==> src/rtl/esu_pkg.sv <==
package esu_pkg;

   localparam int NODE_W = 4;
   localparam int RES_W  = 3;
   localparam int UNIT_W = 4;

   typedef struct packed {
      logic [NODE_W-1:0] node;
      logic [RES_W-1:0]  res;
      logic [UNIT_W-1:0] units;
   } evt_target_t;

   function automatic logic [UNIT_W-1:0] units_sat_add(input logic [UNIT_W-1:0] a,
                                                      input logic [UNIT_W-1:0] b);
      logic [UNIT_W:0] s;
      s = {1'b0, a} + {1'b0, b};
      return s[UNIT_W] ? {UNIT_W{1'b1}} : s[UNIT_W-1:0];
   endfunction

endpackage

==> src/rtl/esu_edge_sync.sv <==
module esu_edge_sync #(
   parameter int N      = 4,
   parameter int STAGES = 2
) (
   input  logic         clk,
   input  logic         rst_n,
   input  logic [N-1:0] async_in,
   output logic [N-1:0] rise
);
   if (STAGES < 2) begin : g_bad_stages
      $error("esu_edge_sync: STAGES must be at least 2");
   end

   logic [N-1:0] stg [STAGES];
   logic [N-1:0] last;

   always_ff @(posedge clk or negedge rst_n) begin
      if (!rst_n) begin
         for (int k = 0; k < STAGES; k++) stg[k] <= '0;
         last <= '0;
      end else begin
         stg[0] <= async_in;
         for (int k = 1; k < STAGES; k++) stg[k] <= stg[k-1];
         last <= stg[STAGES-1];
      end
   end

   assign rise = stg[STAGES-1] & ~last;

   // a detected rise is a single-cycle pulse per input
   p_single_pulse_r2: assert property (@(posedge clk) disable iff (!rst_n)
      (rise != '0) |=> ((rise & $past(rise)) == '0));

endmodule

==> src/rtl/esu_outbox.sv <==
module esu_outbox import esu_pkg::*; #(
   parameter int N_EVT = 4
) (
   input  logic        clk,
   input  logic        rst_n,
   input  logic [N_EVT-1:0] fire,
   input  evt_target_t tgt [N_EVT],
   input  logic        msg_ready,
   output logic        msg_valid,
   output evt_target_t msg
);
   localparam int IDX_W = (N_EVT > 1) ? $clog2(N_EVT) : 1;

   logic        pend_v [N_EVT];
   evt_target_t pend_t [N_EVT];
   logic             lock_v;
   logic [IDX_W-1:0] lock_idx, low_idx, sel;
   logic             sent;

   always_comb begin
      low_idx   = '0;
      msg_valid = 1'b0;
      for (int i = N_EVT - 1; i >= 0; i--) begin
         if (pend_v[i]) begin
            low_idx   = IDX_W'(i);
            msg_valid = 1'b1;
         end
      end
   end

   assign sel  = lock_v ? lock_idx : low_idx;
   assign msg  = pend_t[sel];
   assign sent = msg_valid && msg_ready;

   always_ff @(posedge clk or negedge rst_n) begin
      if (!rst_n) begin
         lock_v   <= 1'b0;
         lock_idx <= '0;
      end else begin
         lock_v   <= msg_valid && !msg_ready;
         lock_idx <= sel;
      end
   end

   for (genvar g = 0; g < N_EVT; g++) begin : g_pend
      logic taken;
      assign taken = sent && (sel == IDX_W'(g));
      always_ff @(posedge clk or negedge rst_n) begin
         if (!rst_n) begin
            pend_v[g] <= 1'b0;
            pend_t[g] <= '0;
         end else if (taken) begin
            pend_v[g] <= fire[g];
            pend_t[g] <= tgt[g];
         end else if (fire[g]) begin
            if (pend_v[g]) begin
               pend_t[g].units <= units_sat_add(pend_t[g].units, tgt[g].units);
            end else begin
               pend_v[g] <= 1'b1;
               pend_t[g] <= tgt[g];
            end
         end
      end
   end

   // an offered update keeps its destination until accepted
   p_hold_dest_r6: assert property (@(posedge clk) disable iff (!rst_n)
      (msg_valid && !msg_ready) |=> (msg_valid && $stable(msg.node) && $stable(msg.res)));

   // a stalled update only grows
   p_units_grow_r7: assert property (@(posedge clk) disable iff (!rst_n)
      (msg_valid && !msg_ready) |=> (msg.units >= $past(msg.units)));

   // a stalled selection is locked to the same input
   p_lock_r8: assert property (@(posedge clk) disable iff (!rst_n)
      (msg_valid && !msg_ready) |=> (sel == $past(sel)));

endmodule

==> src/rtl/esu_sem_slot.sv <==
module esu_sem_slot #(
   parameter int CNT_W   = 8,
   parameter int TASK_W  = 5,
   parameter int Q_DEPTH = 4,
   parameter int CRED_W  = 7
) (
   input  logic              clk,
   input  logic              rst_n,
   input  logic [CRED_W-1:0] credit,
   input  logic              enq,
   input  logic [TASK_W-1:0] enq_task,
   output logic              rel_valid,
   output logic [TASK_W-1:0] rel_task,
   output logic [CNT_W-1:0]  count
);
   localparam int PTR_W  = (Q_DEPTH > 1) ? $clog2(Q_DEPTH) : 1;
   localparam int FILL_W = $clog2(Q_DEPTH + 1);
   localparam int SUM_W  = ((CNT_W > CRED_W) ? CNT_W : CRED_W) + 1;
   localparam logic [CNT_W-1:0] CNT_MAX = '1;

   if (Q_DEPTH < 2 || (1 << PTR_W) != Q_DEPTH) begin : g_bad_depth
      $error("esu_sem_slot: Q_DEPTH must be a power of two, at least 2");
   end

   logic [TASK_W-1:0] q_mem [Q_DEPTH];
   logic [PTR_W-1:0]  rd_ptr, wr_ptr;
   logic [FILL_W-1:0] fill;
   logic              full, do_enq;
   logic [SUM_W-1:0]  sum;

   assign full      = (fill == FILL_W'(Q_DEPTH));
   assign do_enq    = enq && !full;
   assign rel_valid = (fill != '0) && (count != '0);
   assign rel_task  = q_mem[rd_ptr];

   always_comb begin
      sum = SUM_W'(count) - SUM_W'(rel_valid) + SUM_W'(credit);
   end

   always_ff @(posedge clk or negedge rst_n) begin
      if (!rst_n) begin
         rd_ptr <= '0;
         wr_ptr <= '0;
         fill   <= '0;
         count  <= '0;
      end else begin
         if (do_enq)    wr_ptr <= wr_ptr + 1'b1;
         if (rel_valid) rd_ptr <= rd_ptr + 1'b1;
         fill  <= fill + FILL_W'(do_enq) - FILL_W'(rel_valid);
         count <= (sum > SUM_W'(CNT_MAX)) ? CNT_MAX : sum[CNT_W-1:0];
      end
   end

   always_ff @(posedge clk) begin
      if (do_enq) q_mem[wr_ptr] <= enq_task;
   end

   // a full counter stays full without a release
   p_no_wrap_r5: assert property (@(posedge clk) disable iff (!rst_n)
      (count == CNT_MAX && !rel_valid) |=> (count == CNT_MAX));

   // a release with no credit consumes exactly one unit
   p_consume_one_r9: assert property (@(posedge clk) disable iff (!rst_n)
      (rel_valid && credit == '0) |=> (count == $past(count) - 1'b1));

   // a request to a full queue leaves the occupancy unchanged
   p_drop_full_r10: assert property (@(posedge clk) disable iff (!rst_n)
      (enq && full && !rel_valid) |=> (fill == $past(fill)));

endmodule

==> src/rtl/event_sem_unit.sv <==
module event_sem_unit import esu_pkg::*; #(
   parameter int N_EVT       = 4,
   parameter int N_SEM       = 4,
   parameter int CNT_W       = 8,
   parameter int TASK_W      = 5,
   parameter int Q_DEPTH     = 4,
   parameter int SYNC_STAGES = 2,
   localparam int IDX_W      = (N_EVT > 1) ? $clog2(N_EVT) : 1
) (
   input  logic                    clk,
   input  logic                    rst_n,
   input  logic [NODE_W-1:0]       my_node,
   input  logic                    cfg_we,
   input  logic [IDX_W-1:0]        cfg_idx,
   input  logic [NODE_W-1:0]       cfg_node,
   input  logic [RES_W-1:0]        cfg_res,
   input  logic [UNIT_W-1:0]       cfg_units,
   input  logic [N_EVT-1:0]        evt_in,
   input  logic                    wait_valid,
   input  logic [RES_W-1:0]        wait_sem,
   input  logic [TASK_W-1:0]       wait_task,
   output logic [N_SEM-1:0]        rel_valid,
   output logic [N_SEM*TASK_W-1:0] rel_task,
   output logic [N_SEM*CNT_W-1:0]  sem_count,
   output logic                    msg_valid,
   input  logic                    msg_ready,
   output logic [NODE_W-1:0]       msg_node,
   output logic [RES_W-1:0]        msg_res,
   output logic [UNIT_W-1:0]       msg_units
);
   localparam int CRED_W = UNIT_W + $clog2(N_EVT + 1);

   if (N_EVT < 2) begin : g_bad_evt
      $error("event_sem_unit: N_EVT must be at least 2");
   end
   if (N_SEM < 1 || N_SEM > (1 << RES_W)) begin : g_bad_sem
      $error("event_sem_unit: N_SEM must fit the resource field");
   end

   evt_target_t       cfg_tab [N_EVT];
   logic [N_EVT-1:0]  fire, is_local, fire_remote;
   logic [CRED_W-1:0] credit [N_SEM];
   evt_target_t       msg;

   always_ff @(posedge clk or negedge rst_n) begin
      if (!rst_n) begin
         for (int i = 0; i < N_EVT; i++) cfg_tab[i] <= '0;
      end else begin
         for (int i = 0; i < N_EVT; i++) begin
            if (cfg_we && cfg_idx == IDX_W'(i)) begin
               cfg_tab[i] <= '{node: cfg_node, res: cfg_res, units: cfg_units};
            end
         end
      end
   end

   esu_edge_sync #(.N(N_EVT), .STAGES(SYNC_STAGES)) u_sync (
      .clk      (clk),
      .rst_n    (rst_n),
      .async_in (evt_in),
      .rise     (fire)
   );

   always_comb begin
      for (int i = 0; i < N_EVT; i++) is_local[i] = (cfg_tab[i].node == my_node);
      fire_remote = fire & ~is_local;
      for (int s = 0; s < N_SEM; s++) begin
         credit[s] = '0;
         for (int i = 0; i < N_EVT; i++) begin
            if (fire[i] && is_local[i] && cfg_tab[i].res == RES_W'(s)) begin
               credit[s] = credit[s] + CRED_W'(cfg_tab[i].units);
            end
         end
      end
   end

   esu_outbox #(.N_EVT(N_EVT)) u_outbox (
      .clk       (clk),
      .rst_n     (rst_n),
      .fire      (fire_remote),
      .tgt       (cfg_tab),
      .msg_ready (msg_ready),
      .msg_valid (msg_valid),
      .msg       (msg)
   );

   assign msg_node  = msg.node;
   assign msg_res   = msg.res;
   assign msg_units = msg.units;

   for (genvar s = 0; s < N_SEM; s++) begin : g_sem
      logic enq;
      assign enq = wait_valid && (wait_sem == RES_W'(s));
      esu_sem_slot #(
         .CNT_W   (CNT_W),
         .TASK_W  (TASK_W),
         .Q_DEPTH (Q_DEPTH),
         .CRED_W  (CRED_W)
      ) u_slot (
         .clk       (clk),
         .rst_n     (rst_n),
         .credit    (credit[s]),
         .enq       (enq),
         .enq_task  (wait_task),
         .rel_valid (rel_valid[s]),
         .rel_task  (rel_task[s*TASK_W +: TASK_W]),
         .count     (sem_count[s*CNT_W +: CNT_W])
      );
   end

   // remote-only edges never move a local count
   p_remote_no_local_r6: assert property (@(posedge clk) disable iff (!rst_n)
      ((fire & is_local) == '0 && rel_valid == '0) |=> $stable(sem_count));

endmodule

==> config.mk <==
export PLATFORM = sky130hd
export DESIGN_NAME = event_sem_unit
export DESIGN_NICKNAME = d
export VERILOG_FILES = /design/src/rtl/esu_pkg.sv /design/src/rtl/esu_edge_sync.sv /design/src/rtl/esu_outbox.sv /design/src/rtl/esu_sem_slot.sv /design/src/rtl/event_sem_unit.sv
export SDC_FILE = /design/constraint.sdc
export NUM_CORES = 1
export LEC_CHECK = 0
export BUFFER_PORTS_ARGS = -buffer_cell sky130_fd_sc_hd__buf_2
export CORE_MARGIN = 3
export CORE_UTILIZATION = 40
export CTS_CLUSTER_DIAMETER = 80
export DETAILED_ROUTE_END_ITERATION = 6
export GPL_ROUTABILITY_DRIVEN = 1
export PLACE_DENSITY = 0.67
export SETUP_SLACK_MARGIN = 0.15
export SYNTH_ARGS = -nofsm -noshare
export SYNTH_HDL_FRONTEND = slang
export SYNTH_SLANG_ARGS = --single-unit
==> constraint.sdc <==
create_clock -name clk -period 6.6 [get_ports clk]
set_input_delay 0.66 -clock clk [delete_from_list [all_inputs] [get_ports clk]]
set_output_delay 0.66 -clock clk [all_outputs]
set_load 0.05 [all_outputs]
==> impl_summary.log, run 1 <==
INFO  metric p_per_area = 450.7 nW/um2
INFO  metric post_place_setup_slack = 0.1862 ns
INFO  metric vias_after_detailed_routing = 10327
INFO  metric detailed_place_hpwl = 25.27 mm
INFO  metric timing.critical_path.required = 6.99 ns
INFO  metric avgRoutedWirePerCell = 16.97 um
INFO  metric synth.distinct_cells = 62
INFO  metric first_global_vias = 10436
INFO  metric drive_gt1_share = 19.26%
INFO  metric clock_sinks = 247
INFO  metric grt_antenna_before_repair = 0
INFO  metric tritoncts_clock_tree = done
INFO  metric clk_buf_depth = 3
INFO  metric final.min_clock_period = 5.983 ns
INFO  metric port-buffer-count = 101
INFO  metric vdd_ir_drop_max = 0.0002209 V
INFO  metric maximum_number_of_pins_on_one_net_before_global_route_repair = 108
INFO  metric library_cell_used_as_clock_root_buffer = sky130_fd_sc_hd__clkbuf_16
INFO  metric total_power = 7.752 mW
INFO  metric worstSetupPathType = register to register
INFO  metric die_boundary_width = 200.8 um
INFO  metric design.die.area = 40320 um2
INFO  metric timing.clock.skew = 0.02420 ns
INFO  metric first_pass_iters = 6
INFO  metric outcome = finished clean
INFO  metric die_y_extent = 200.8 um
INFO  metric slew_headroom = 30.74%
INFO  metric routabilityCongestion = 0.8477
INFO  metric ant_nets = 0
INFO  metric regToRegSetupSlack = 0.62 ns
INFO  metric drv.max_cap_violation_count = 0
INFO  metric synth.avg_cell_area = 11.07 um2
INFO  metric grt_first_pass_wirelength = 56.14 mm
INFO  metric timing.final.ws_setup = 0.6171 ns
INFO  metric io_pins = 102
INFO  metric slew_viols_final = 0
INFO  metric place_inst = 1950
INFO  metric setup_viol = 0
INFO  metric floorplan.initialDensity = 40.97%
INFO  metric detail_route.drc_violations = 0
INFO  metric grt_overflow = 0
INFO  metric yosys_most_used_dff = sky130_fd_sc_hd__dfrtp_1
INFO  metric final.fill_count = 3391
INFO  metric cts-htree-levels = 1
INFO  metric synth-seq-cells = 247
INFO  metric synthesis.area = 15180 um2
INFO  metric totalNegativeSetupSlack = 0 ns
INFO  metric fp-row-count = 70
INFO  metric avgViaCountPerCell = 5.166
INFO  metric arrival_time_reported_for_the_critical_path_endpoint = 6.37 ns
INFO  metric postRouteWirelength = 33.92 mm
INFO  metric timing.final.crit_share = 90.65%
INFO  metric timing_worst_slew_pin_value = 1.031 ns
INFO  metric grt.total_usage = 16.98%
INFO  metric insertedDiodeCount = 0
INFO  metric critical_path.endpoint_type = register
INFO  metric seq_area_frac_synth = 43.36%
INFO  metric p_leak = 7.821 nW
INFO  metric crit_fanout = 8
INFO  metric post_synth_inst_count = 1371
INFO  metric max_freq = 0.1671 GHz
INFO  metric ys_async_sr_fraction = 67.61%
INFO  metric clkSlewWorstSetupHoldPaths = 0.06 ns
INFO  metric cts_hold_buffers = 0
INFO  metric post_layout_net_count = 1681
INFO  metric start_kind = register
INFO  metric yosys_warnings = 0
INFO  metric holdCritPathClass = primary input to register
INFO  metric number_of_flops_mapped_to_enable_cells_by_yosys = 80
INFO  metric drtIter0Drc = 553
INFO  metric final_hold_viol_count = 0
INFO  metric area_delta_synth_final = 13.31%
INFO  metric clock_insertion_delay_worst_skew = 0.54 ns
INFO  metric coreArea = 37050 um2
INFO  metric grt_setup_unrepaired = false
INFO  metric final_cells = 1999
INFO  metric cts_inserted_buffers = 27
INFO  metric syn_nets = 1577
INFO  metric finalHoldWorstSlack = 0.2234 ns
==> power breakdown <==
group	total [mW]	internal [mW]	switching, mW
logic	3.73	1.45	2.29
registers	2.45	2.00	0.448
clock network	1.57	0.950	0.617
==> through the flow <==
step | instance area (um2) | util [%]
floorplan | 15180 | -
global placement | 16240 | 43.83
detailed placement | 16240 | 43.83
CTS | 17180 | 46.37
global route | 17200 | 46.43
finish | 17200 | 46.43
==> cells by family (layout without fill, tap and decap cells) <==
family	count (synthesis)	count (layout)	share of synthesized area [%]
compound gates	190	190	8.358
xor+xnor	99	99	5.712
fa+ha+maj	172	172	15.36
buf+inv	191	315	4.847
flops	247	247	43.36
mux	121	121	10.33
simple gates	351	351	12.03
==> routing by layer <==
metal	GRT usage [%]	vias up	part of all wire, %
li1	-	5003	-
met1	23.92	5078	47
met2	28.31	203	48
met3	2.092	43	4.0
met4	3.714	0	1.8
met5	0	-	0
==> sequential cells by signal, summed over array words and instances, names as in the netlist <==
register / cells
cfg_tab: 44
g_sem.u_slot.count: 32
g_sem.u_slot.fill: 12
g_sem.u_slot.q_mem: 80
g_sem.u_slot.rd_ptr: 8
g_sem.u_slot.wr_ptr: 8
u_outbox.lock_idx: 2
u_outbox.lock_v: 1
u_outbox.pend_t: 44
u_outbox.pend_v: 4
u_sync.last: 4
u_sync.stg: 8
==> timing repair <==
item	4_1_cts	5_1_grt
gates resized for setup	0	4
setup endpoints to repair	0	23
buffers inserted	0	0
==> worst max-delay path, cell delays in order (launching register included) <==
cell	delay (ns)
sky130_fd_sc_hd__dfrtp_1	0.41
sky130_fd_sc_hd__xor2_1	0.20
sky130_fd_sc_hd__nor4_4	0.42
sky130_fd_sc_hd__nand3_1	0.14
sky130_fd_sc_hd__buf_4	0.19
sky130_fd_sc_hd__nor2_1	0.11
sky130_fd_sc_hd__ha_1	0.20
sky130_fd_sc_hd__fa_1	0.43
sky130_fd_sc_hd__nand3_1	0.08
sky130_fd_sc_hd__o31ai_1	0.14
sky130_fd_sc_hd__ha_1	0.30
sky130_fd_sc_hd__a21o_1	0.19
sky130_fd_sc_hd__a21oi_1	0.26
sky130_fd_sc_hd__xor2_1	0.18
sky130_fd_sc_hd__mux2i_1	0.13
sky130_fd_sc_hd__ha_1	0.33
sky130_fd_sc_hd__nor2b_1	0.19
sky130_fd_sc_hd__nor2_1	0.06
sky130_fd_sc_hd__nor3_1	0.17
sky130_fd_sc_hd__xnor2_1	0.10
sky130_fd_sc_hd__ha_1	0.28
sky130_fd_sc_hd__inv_1	0.04
sky130_fd_sc_hd__ha_1	0.33
sky130_fd_sc_hd__nand2_1	0.08
sky130_fd_sc_hd__o2111ai_1	0.19
sky130_fd_sc_hd__a21oi_1	0.10
sky130_fd_sc_hd__xnor2_1	0.48
sky130_fd_sc_hd__nand2b_1	0.12
==> cell usage after synthesis (all sizes together), types with 5 or more instances <==
library cell,count,area (um2)
dfrtp,167,4179
inv,156,585.6
ha,148,1852
nand2,114,427.9
mux2,85,957.2
edfxtp,80,2402
nor2,56,217.7
a21oi,55,282.8
xor2,53,464.2
xnor2,46,402.9
o21ai,37,185.2
nor2b,30,187.7
a21o,25,187.7
fa,24,480.5
nand3,24,132.6
and2,23,143.9
nor3,22,110.1
clkbuf,21,78.83
mux4,20,450.4
nand2b,17,106.4
mux2i,16,160.2
a31oi,15,115.1
nor4,15,138.9
and3,14,87.58
buf,14,71.32
nand4,11,68.82
a211oi,8,60.06
nand3b,8,60.06
o22ai,8,50.05
o41ai,8,92.59
o211ai,6,45.04
o31ai,6,45.04
a2bb2oi,5,43.79
nor3b,5,42.54
==> cell usage in the layout (no fill, tap or decap), types with 7 or more instances in the layout <==
master,instances
sky130_fd_sc_hd__a211oi_1,8
sky130_fd_sc_hd__a21o_1,25
sky130_fd_sc_hd__a21oi_1,53
sky130_fd_sc_hd__a31oi_1,13
sky130_fd_sc_hd__and2_1,22
sky130_fd_sc_hd__and3_1,14
sky130_fd_sc_hd__buf_2,100
sky130_fd_sc_hd__buf_4,9
sky130_fd_sc_hd__clkbuf_16,27
sky130_fd_sc_hd__clkbuf_8,7
sky130_fd_sc_hd__dfrtp_1,167
sky130_fd_sc_hd__edfxtp_1,80
sky130_fd_sc_hd__fa_1,24
sky130_fd_sc_hd__ha_1,148
sky130_fd_sc_hd__inv_1,156
sky130_fd_sc_hd__mux2_2,85
sky130_fd_sc_hd__mux2i_1,16
sky130_fd_sc_hd__mux4_2,20
sky130_fd_sc_hd__nand2_1,114
sky130_fd_sc_hd__nand2b_1,17
sky130_fd_sc_hd__nand3_1,22
sky130_fd_sc_hd__nand3b_1,8
sky130_fd_sc_hd__nand4_1,11
sky130_fd_sc_hd__nor2_1,52
sky130_fd_sc_hd__nor2b_1,30
sky130_fd_sc_hd__nor3_1,22
sky130_fd_sc_hd__nor4_1,12
sky130_fd_sc_hd__o21ai_0,35
sky130_fd_sc_hd__o22ai_1,8
sky130_fd_sc_hd__xnor2_1,44
sky130_fd_sc_hd__xor2_1,53
==> worst paths after layout <==
check | startpoint | end | cells after the start
min in group asynchronous | rst_n | u_outbox.lock_idx[1] | 1
min | evt_in[0] | u_sync.stg[4] | 1
min reg2reg | u_sync.stg[7] | u_sync.stg[3] | 0
max reg2reg | cfg_tab[41] | g_sem[1].u_slot.count[1] | 27
max in group asynchronous | rst_n | g_sem[3].u_slot.count[1] | 2
max | cfg_tab[41] | g_sem[1].u_slot.count[1] | 27
==> area by class of cell <==
| class | count | area, um2 | share of cell area (%) |
|---|---|---|---|
| clock inverter | 13 | 158.9 | 0.9238 |
| inverter | 156 | 585.6 | 3.404 |
| tap | 504 | 630.6 | 3.666 |
| multi-input combinational | 933 | 7885 | 45.84 |
| clock buffer | 36 | 779.5 | 4.532 |
| sequential | 247 | 6581 | 38.26 |
| timing repair buffer | 110 | 579.3 | 3.368 |
Power figures use the tool's default switching activity.
==> run 2: changes to the inputs <==
--- a/config.mk
+++ b/config.mk
@@ -6,7 +6,7 @@
 export NUM_CORES = 1
 export LEC_CHECK = 0
 export BUFFER_PORTS_ARGS = -buffer_cell sky130_fd_sc_hd__buf_2
-export CORE_MARGIN = 3
+export CORE_MARGIN = 2
 export CORE_UTILIZATION = 40
 export CTS_CLUSTER_DIAMETER = 80
 export DETAILED_ROUTE_END_ITERATION = 6
==> run 2 against run 1 <==
Setup slack better by 0.0058 ns. Wire length increased by 0.80%. Via count is 0.49% higher. Sequential power hardly changed. Clock power rose by 10%. Critical path type unchanged. Largest cell class unchanged. Largest power group unchanged.
==> impl_summary.log, run 2 (same netlist as run 1, synthesis figures left out) <==
INFO  metric outcome = finished clean
INFO  metric critical_path.endpoint_type = register
INFO  metric drv.max_cap_violation_count = 0
INFO  metric finalHoldWorstSlack = 0.2131 ns
INFO  metric timing.final.crit_share = 90.56%
INFO  metric crit_path_max_incr_delay = 0.48 ns
INFO  metric maximum_number_of_pins_on_one_net_before_global_route_repair = 106
INFO  metric largest_register_ff_count = 80
INFO  metric slew_headroom = 32.42%
INFO  metric totalNegativeSetupSlack = 0 ns
INFO  metric worstHoldStart = evt_in[0]
INFO  metric vdd_ir_drop_max = 0.0002405 V
INFO  metric grt_antenna_before_repair = 1
INFO  metric cts_inserted_buffers = 28
INFO  metric ant_nets = 0
INFO  metric final.min_clock_period = 5.977 ns
INFO  metric detailed_place_hpwl = 25.24 mm
INFO  metric port-buffer-count = 101
INFO  metric crit_fanout = 8
INFO  metric top_register = g_sem.u_slot.q_mem
INFO  metric area_delta_synth_final = 14.14%
INFO  metric timing.clock.skew = 0.03116 ns
INFO  metric total_power = 7.912 mW
INFO  metric start_kind = register
INFO  metric grt.total_usage = 17.54%
INFO  metric postCtsSetupBuffers = 0
INFO  metric worstSetupPathType = register to register
INFO  metric holdCritPathClass = primary input to register
INFO  metric setup_viol = 0
INFO  metric max_freq = 0.1673 GHz
INFO  metric post_layout_net_count = 1682
INFO  metric clock_insertion_delay_worst_skew = 0.56 ns
INFO  metric share_seq_of_total_power = 31.0%
INFO  metric grt_first_pass_wirelength = 54.80 mm
INFO  metric worst_setup_path_startpoint = cfg_tab[41]
INFO  metric cts-htree-levels = 1
INFO  metric design.die.area = 39520 um2
INFO  metric final_hold_viol_count = 0
INFO  metric die_y_extent = 198.8 um
INFO  metric vias_after_detailed_routing = 10378
INFO  metric drive_gt1_share = 19.49%
INFO  metric p_int = 4.530 mW
INFO  metric avgRoutedWirePerCell = 17.01 um
INFO  metric floorplan.initialDensity = 40.49%
INFO  metric p_leak = 7.874 nW
INFO  metric grt_overflow = 0
INFO  metric final.fill_count = 3477
INFO  metric coreArea = 37490 um2
INFO  metric avgViaCountPerCell = 5.163
INFO  metric timing_worst_slew_pin_value = 1.014 ns
INFO  metric multi_input_gate_area_in_the_final_layout = 7878 um2
INFO  metric tritoncts_clock_tree = done
INFO  metric timing.critical_path.required = 7.01 ns
INFO  metric drtIter0Drc = 516
INFO  metric switchingPower = 3.382 mW
INFO  metric clock_sinks = 247
INFO  metric die_boundary_width = 198.8 um
INFO  metric first_pass_iters = 4
INFO  metric grt_setup_unrepaired = true
INFO  metric first_global_vias = 10292
INFO  metric highest_count_cells_in_the_layout_ignoring_fill_and_taps = sky130_fd_sc_hd__dfrtp_1 (167), sky130_fd_sc_hd__inv_1 (156), sky130_fd_sc_hd__ha_1 (148), sky130_fd_sc_hd__nand2_1 (114), sky130_fd_sc_hd__buf_2 (100)
INFO  metric layout_top_registers = g_sem.u_slot.q_mem (80), cfg_tab (44), u_outbox.pend_t (44)
INFO  metric clkSlewWorstSetupHoldPaths = 0.06 ns
INFO  metric io_pins = 102
INFO  metric cpMaxStageDelayCell = sky130_fd_sc_hd__fa_1
INFO  metric p_per_area = 456.6 nW/um2
INFO  metric routabilityCongestion = 0.8504
INFO  metric postRouteWirelength = 34.19 mm
INFO  metric slew_viols_final = 0
INFO  metric switching_share = 42.74%
INFO  metric arrival_time_reported_for_the_critical_path_endpoint = 6.39 ns
INFO  metric detail_route.drc_violations = 0
INFO  metric clk_buf_depth = 3
INFO  metric fp-row-count = 71
INFO  metric combinationalPowerShare = 47.1%
INFO  metric mostFrequentLayoutCell = sky130_fd_sc_hd__dfrtp_1
INFO  metric layout.area.seq = 6581 um2
INFO  metric library_cell_used_as_clock_root_buffer = sky130_fd_sc_hd__clkbuf_16
INFO  metric worst_r2r_startpoint = cfg_tab[41]
INFO  metric part_of_the_power_in_the_clock_network = 21.8%
-- run 2: worst paths after layout --
| kind | depth (start not counted) | to | slack (ns) |
|---|---|---|---|
| max reg2reg | 25 | g_sem[0].u_slot.count[1] | 0.62 |
| min in group asynchronous | 1 | u_outbox.pend_t[2] | 0.27 |
| max in group asynchronous | 2 | cfg_tab[16] | 4.98 |
| max | 25 | g_sem[0].u_slot.count[1] | 0.62 |
| min reg2reg | 0 | u_sync.stg[0] | 0.35 |
| min | 1 | u_sync.stg[4] | 0.21 |
-- run 2: power groups by stage --
stage	sequential, mW	combinational [mW]	clock, mW
2_1_floorplan	2.55	2.78	0
3_3_place_gp	2.46	3.63	0
3_5_place_dp	2.49	3.73	0
4_1_cts	2.46	3.76	1.76
5_1_grt	2.52	4.16	1.82
6_report	2.46	3.73	1.73
-- run 2: layer usage --
metal / up-vias / wire length (um) / share of wire, % / track usage (%)
met3: 59 / 1442 / 4.2 / 2.425
met1: 5125 / 15740 / 46 / 24.15
li1: 5001 / - / - / -
met4: 0 / 775 / 2.3 / 4.782
met5: - / 0 / 0 / 0
met2: 193 / 16240 / 47 / 29.03
-- run 2: what timing repair did --
item | 4_1_cts | 5_1_grt
gates resized for setup | 0 | 3
setup endpoints to repair | 0 | 32
hold buffers | 0 | 0
-- run 2: area by class of cell --
type                    count  share of cell area (%)
clock inverters            14                   1.271
inverters                 156                   3.380
diodes                      1                 0.01444
clock buffers              38                   4.846
well taps                 511                   3.690
repair buffers            110                   3.344
flip-flops and latches    247                   37.99
multi-input cells         933                   45.47
-- run 2: metrics by stage --
step / cells / setup WS (ns) / util (%) / instance area, um2
global route: 2010 / 0.1505 / 46.22 / 17330
detailed placement: 1957 / 0.1605 / 43.34 / 16250
floorplan: 1371 / 0.6954 / - / 15180
finish: 2010 / 0.6229 / 46.22 / 17330
global placement: 1957 / 0.3428 / 43.34 / 16250
CTS: 2009 / 0.5002 / 46.17 / 17310
-- run 2: critical path, delay by kind of cell (launching register included) --
family                     cells  cell delay, ns
muxes                          1            0.30
xor gates and xnor gates       2            0.41
adders and majority gates      5            1.83
AOI/OAI and AO/OA              8            1.42
and+or+nand+nor                6            1.11
buffers and inverters          3            0.35
DFF                            1            0.40
